## src/rtl/tw_rx_pkg.sv

```systemverilog
package tw_rx_pkg;
    typedef enum logic {
        SEL_HI = 1'b0,
        SEL_LO = 1'b1
    } rd_sel_e;
endpackage

```

## src/rtl/tw_rx_sync.sv

```systemverilog
module tw_rx_sync #(
    parameter int WIDTH  = 3,
    parameter int STAGES = 2
) (
    input  logic             clk,
    input  logic             rst_n,
    input  logic [WIDTH-1:0] din,
    output logic [WIDTH-1:0] dout
);
    logic [STAGES-1:0][WIDTH-1:0] chain_d, chain_q;

    assign chain_d[0] = din;
    for (genvar g = 1; g < STAGES; g++) begin : g_stage
        assign chain_d[g] = chain_q[g-1];
    end

    always_ff @(posedge clk) begin
        if (!rst_n) chain_q <= '0;
        else        chain_q <= chain_d;
    end

    assign dout = chain_q[STAGES-1];
endmodule

```

## src/rtl/tw_rx_shift.sv

```systemverilog
module tw_rx_shift #(
    parameter int BYTE_W = 8,
    localparam int CNT_W = (BYTE_W > 1) ? $clog2(BYTE_W) : 1
) (
    input  logic              clk,
    input  logic              rst_n,
    input  logic              lclk_s,
    input  logic              sync_s,
    input  logic              data_s,
    output logic              byte_vld,
    output logic [BYTE_W-1:0] byte_out,
    output logic [CNT_W-1:0]  bit_cnt
);
    localparam logic [CNT_W-1:0] LAST = CNT_W'(BYTE_W - 1);

    typedef struct packed {
        logic              lclk_prev;
        logic              sync_prev;
        logic              in_frame;
        logic [CNT_W-1:0]  cnt;
        logic [BYTE_W-1:0] shreg;
        logic              vld;
        logic [BYTE_W-1:0] data;
    } shift_t;

    shift_t st_d, st_q;
    logic [BYTE_W-1:0] shifted;

    assign shifted = {st_q.shreg[BYTE_W-2:0], data_s};

    always_comb begin
        st_d           = st_q;
        st_d.vld       = 1'b0;
        st_d.lclk_prev = lclk_s;
        st_d.sync_prev = sync_s;
        if (sync_s) begin
            st_d.in_frame = 1'b0;
            st_d.cnt      = '0;
        end else if (st_q.sync_prev) begin
            st_d.in_frame = 1'b1;
            st_d.cnt      = '0;
        end else if (st_q.in_frame && lclk_s && !st_q.lclk_prev) begin
            st_d.shreg = shifted;
            if (st_q.cnt == LAST) begin
                st_d.cnt  = '0;
                st_d.vld  = 1'b1;
                st_d.data = shifted;
            end else begin
                st_d.cnt = st_q.cnt + 1'b1;
            end
        end
    end

    always_ff @(posedge clk) begin
        if (!rst_n) st_q <= '0;
        else        st_q <= st_d;
    end

    assign byte_vld = st_q.vld;
    assign byte_out = st_q.data;
    assign bit_cnt  = st_q.cnt;
endmodule

```

## src/rtl/tw_rx_pair.sv

```systemverilog
module tw_rx_pair
    import tw_rx_pkg::*;
#(
    parameter int BYTE_W = 8
) (
    input  logic              clk,
    input  logic              rst_n,
    input  logic              byte_vld,
    input  logic [BYTE_W-1:0] byte_in,
    input  logic              frame_drop,
    input  logic              rd_en,
    input  logic              rd_sel,
    output logic [BYTE_W-1:0] rd_data,
    output logic [BYTE_W-1:0] hi_byte,
    output logic [BYTE_W-1:0] lo_byte,
    output logic              full,
    output logic              ovr
);
    typedef struct packed {
        logic [BYTE_W-1:0] stage;
        logic              have_hi;
        logic [BYTE_W-1:0] hi;
        logic [BYTE_W-1:0] lo;
        logic              full;
        logic              ovr;
    } pair_t;

    pair_t pr_d, pr_q;
    logic  rd_lo;

    assign rd_lo = rd_en && (rd_sel_e'(rd_sel) == SEL_LO);

    always_comb begin
        pr_d = pr_q;
        if (rd_lo) begin
            pr_d.full = 1'b0;
            pr_d.ovr  = 1'b0;
        end
        if (byte_vld) begin
            if (!pr_q.have_hi) begin
                pr_d.stage   = byte_in;
                pr_d.have_hi = 1'b1;
            end else begin
                pr_d.have_hi = 1'b0;
                if (pr_d.full) begin
                    pr_d.ovr = 1'b1;
                end else begin
                    pr_d.hi   = pr_q.stage;
                    pr_d.lo   = byte_in;
                    pr_d.full = 1'b1;
                end
            end
        end
        if (frame_drop) pr_d.have_hi = 1'b0;
    end

    always_ff @(posedge clk) begin
        if (!rst_n) pr_q <= '0;
        else        pr_q <= pr_d;
    end

    assign rd_data = (rd_sel_e'(rd_sel) == SEL_LO) ? pr_q.lo : pr_q.hi;
    assign hi_byte = pr_q.hi;
    assign lo_byte = pr_q.lo;
    assign full    = pr_q.full;
    assign ovr     = pr_q.ovr;
endmodule

```

## src/rtl/tw_sync_rx.sv

```systemverilog
module tw_sync_rx #(
    parameter int BYTE_W      = 8,
    parameter int SYNC_STAGES = 2,
    localparam int CNT_W      = (BYTE_W > 1) ? $clog2(BYTE_W) : 1
) (
    input  logic              clk,
    input  logic              rst_n,
    input  logic              link_clk,
    input  logic              link_sync,
    input  logic              link_data,
    input  logic              rd_en,
    input  logic              rd_sel,
    output logic [BYTE_W-1:0] rd_data,
    output logic              irq,
    output logic              overrun
);
    logic              lclk_s, sync_s, data_s;
    logic              byte_vld;
    logic [BYTE_W-1:0] byte_val;
    logic [CNT_W-1:0]  bit_cnt;
    logic [BYTE_W-1:0] hi_byte, lo_byte;

    tw_rx_sync #(.WIDTH(3), .STAGES(SYNC_STAGES)) u_sync (
        .clk  (clk),
        .rst_n(rst_n),
        .din  ({link_clk, link_sync, link_data}),
        .dout ({lclk_s, sync_s, data_s})
    );

    tw_rx_shift #(.BYTE_W(BYTE_W)) u_shift (
        .clk     (clk),
        .rst_n   (rst_n),
        .lclk_s  (lclk_s),
        .sync_s  (sync_s),
        .data_s  (data_s),
        .byte_vld(byte_vld),
        .byte_out(byte_val),
        .bit_cnt (bit_cnt)
    );

    tw_rx_pair #(.BYTE_W(BYTE_W)) u_pair (
        .clk       (clk),
        .rst_n     (rst_n),
        .byte_vld  (byte_vld),
        .byte_in   (byte_val),
        .frame_drop(sync_s),
        .rd_en     (rd_en),
        .rd_sel    (rd_sel),
        .rd_data   (rd_data),
        .hi_byte   (hi_byte),
        .lo_byte   (lo_byte),
        .full      (irq),
        .ovr       (overrun)
    );
endmodule

```

## config.mk

```make
export PLATFORM = sky130hd
export DESIGN_NAME = tw_sync_rx
export DESIGN_NICKNAME = d
export VERILOG_FILES = /design/src/rtl/tw_rx_pkg.sv /design/src/rtl/tw_rx_sync.sv /design/src/rtl/tw_rx_shift.sv /design/src/rtl/tw_rx_pair.sv /design/src/rtl/tw_sync_rx.sv
export SDC_FILE = /design/constraint.sdc
export NUM_CORES = 1
export LEC_CHECK = 0
export ABC_CLOCK_PERIOD_IN_PS = 4700
export BUFFER_PORTS_ARGS = -buffer_cell sky130_fd_sc_hd__buf_4
export CELL_PAD_IN_SITES_DETAIL_PLACEMENT = 0
export CELL_PAD_IN_SITES_GLOBAL_PLACEMENT = 1
export CORE_MARGIN = 1
export CORE_UTILIZATION = 23
export CTS_BUF_LIST = sky130_fd_sc_hd__clkbuf_16
export DETAILED_ROUTE_END_ITERATION = 12
export GPL_ROUTABILITY_DRIVEN = 0
export GPL_TIMING_DRIVEN = 1
export HOLD_SLACK_MARGIN = 0.15
export PLACE_DENSITY = 0.44
export SYNTH_ARGS = -nofsm -noshare
export SYNTH_HDL_FRONTEND = slang
export SYNTH_HIERARCHICAL = 1
export SYNTH_SLANG_ARGS = --single-unit
export TNS_END_PERCENT = 10
```

## constraint.sdc

```tcl
create_clock -name clk -period 4.7 [get_ports clk]
set_clock_uncertainty 0.1 [all_clocks]
set_input_delay 0.94 -clock clk [delete_from_list [all_inputs] [get_ports clk]]
set_output_delay 0.94 -clock clk [all_outputs]
set_load 0.05 [all_outputs]
```

==> flow_summary.ini <==
[sta]
setup_slack_ns = 2.01
rsz0062_at_grt = false
setup_viol = 0
max_freq_mhz = 371
worst_pin_slew_ns = 0.759
maxSlewViolCount = 0
tns_ns = 0
relSlewSlack = 0.493
hold_violations = 0
period_share = 0.573
period_minus_slack_ns = 2.69

[finish]
final_common_cell = nand2_1
multiInputGateArea_sq_um = 962
ff_latch_area_sq_um = 1100
drive_above_1_share = 0.154
nNetsFinal = 235
final_area_sq_um = 2490
layout_common_cells = nand2_1, dfxtp_1, mux2i_1, buf_4, a21boi_0
fillers = 1012
syn2layout_area_growth_pct = 13.0
antenna_cells = 0
final_core_util = 0.269

[setup_path]
max_stage_delay_ns = 0.35
crit_top_cell = buf_4
critPathMaxFanout = 9
required_ns = 3.66
path_cells = buf_4 > mux2_2 > buf_4
cp_num_buf_inv = 2
arrival_ns = 1.65
cp-end-kind = output pin
slowest_stage = mux2_2
worst_setup_path_start_kind = primary input
crit_family = buffers and inverters
crit_type = in -> out

[run]
cap_viol_max_count = 0

[drt]
drc = 0
wire_per_inst_um = 10.9
drt-total-wl_um = 3890
viasPerCell = 3.76
drt_first_pass_iters = 4
postRouteAntennaNets = 0
vias = 1337
drt-initial-drc-count = 57

[floorplan]
rows = 35
start_util = 0.238
coreArea_sq_um = 9280
io_pins = 17
die_y_um = 100
die-area_sq_um = 9990
die_w_um = 100

[cts]
ctsHoldBuffers = 0
root_buffer = clkbuf_16
numCtsBuffers = 5
clkLatencyLatePin_ns = 0.29
cts_buffer_depth = 2
cts_sinks = 55
ctsResizeCount = 0
cts_tree = done
htree_levels = 2
postCtsSetupBuffers = 0
path_clk_slew_ns = 0.07

[run_status]
status = finished, final reports clean

[grt]
grt_max_degree = 69
grt_usage = 0.0873
gr-total-overflow = 0
grt_pass1_wl_um = 6730
antenna_found_initial = 0
grt_pass1_vias = 1331

[power_and_ir_drop]
p_leak_uw = 0.00100
vdd_drop_max_mv = 0.148
power.density_nw_per_um2 = 344
totalPowerFinal_uw = 858

[placed_design]
place_ws_ns = 1.99
dpl.hpwl_um = 2440
port_buffers = 16
postPlaceCellArea_sq_um = 2350

[synthesis]
netlist_area_sq_um = 2210
syn_area_per_cell_sq_um = 9.85
yosys_warnings = 6
syn_inst = 224
synth_nets = 233

[min_path]
min_path_type = reg -> reg
-- power by group --
part           switching (uW)  internal [uW]  total, uW
logic                    13.0           7.98       20.9
clock network             170            197        367
registers                1.60            469        470
-- layer usage --
layer / GRT usage / part of all wire
met5: 0 / 0
met2: 0.124 / 0.41
met1: 0.122 / 0.54
met4: 0.0305 / 0.0098
met3: 0.0306 / 0.035
-- final timing paths --
kind	start	endpoint	slack [ns]	cells past startpoint
worst max-delay path	rd_sel	rd_data[3]	2.01	3
worst max register to register	u_shift/bit_cnt[0]$_SDFFE_PP0P_	u_shift/byte_out[5]$_SDFFE_PN0P_	3.07	4
worst min register to register	u_sync/chain_d[5]$_SDFF_PN0_	u_sync/dout[2]$_SDFF_PN0_	0.34	1
worst min-delay path	u_sync/chain_d[5]$_SDFF_PN0_	u_sync/dout[2]$_SDFF_PN0_	0.34	1
-- stage by stage --
step	hold slack, ns	cells
finish	0.335	356
global route	0.371	356
CTS	0.341	356
detailed placement	0.324	348
global placement	0.315	348
floorplan	0.312	224
-- layout make-up --
| type | instances | share of cell area |
|---|---|---|
| Tap cell | 129 | 0.0647 |
| Multi-Input combinational cell | 147 | 0.386 |
| Sequential cell | 55 | 0.442 |
| Timing Repair Buffer | 16 | 0.0482 |
| Inverter | 1 | 0.00151 |
| Clock inverter | 3 | 0.00803 |
| Clock buffer | 5 | 0.0502 |
-- sequential cells by signal (all words and copies together) (netlist names) --
register	count
u_pair/full	1
u_shift/shifted	7
u_sync/chain_d	3
u_pair/pr_q	9
u_shift/byte_out	8
u_sync/dout	3
u_pair/lo_byte	8
u_shift/bit_cnt	3
u_shift/st_q	3
u_pair/ovr	1
u_shift/byte_vld	1
u_pair/hi_byte	8
Power figures use the tool's default switching activity.
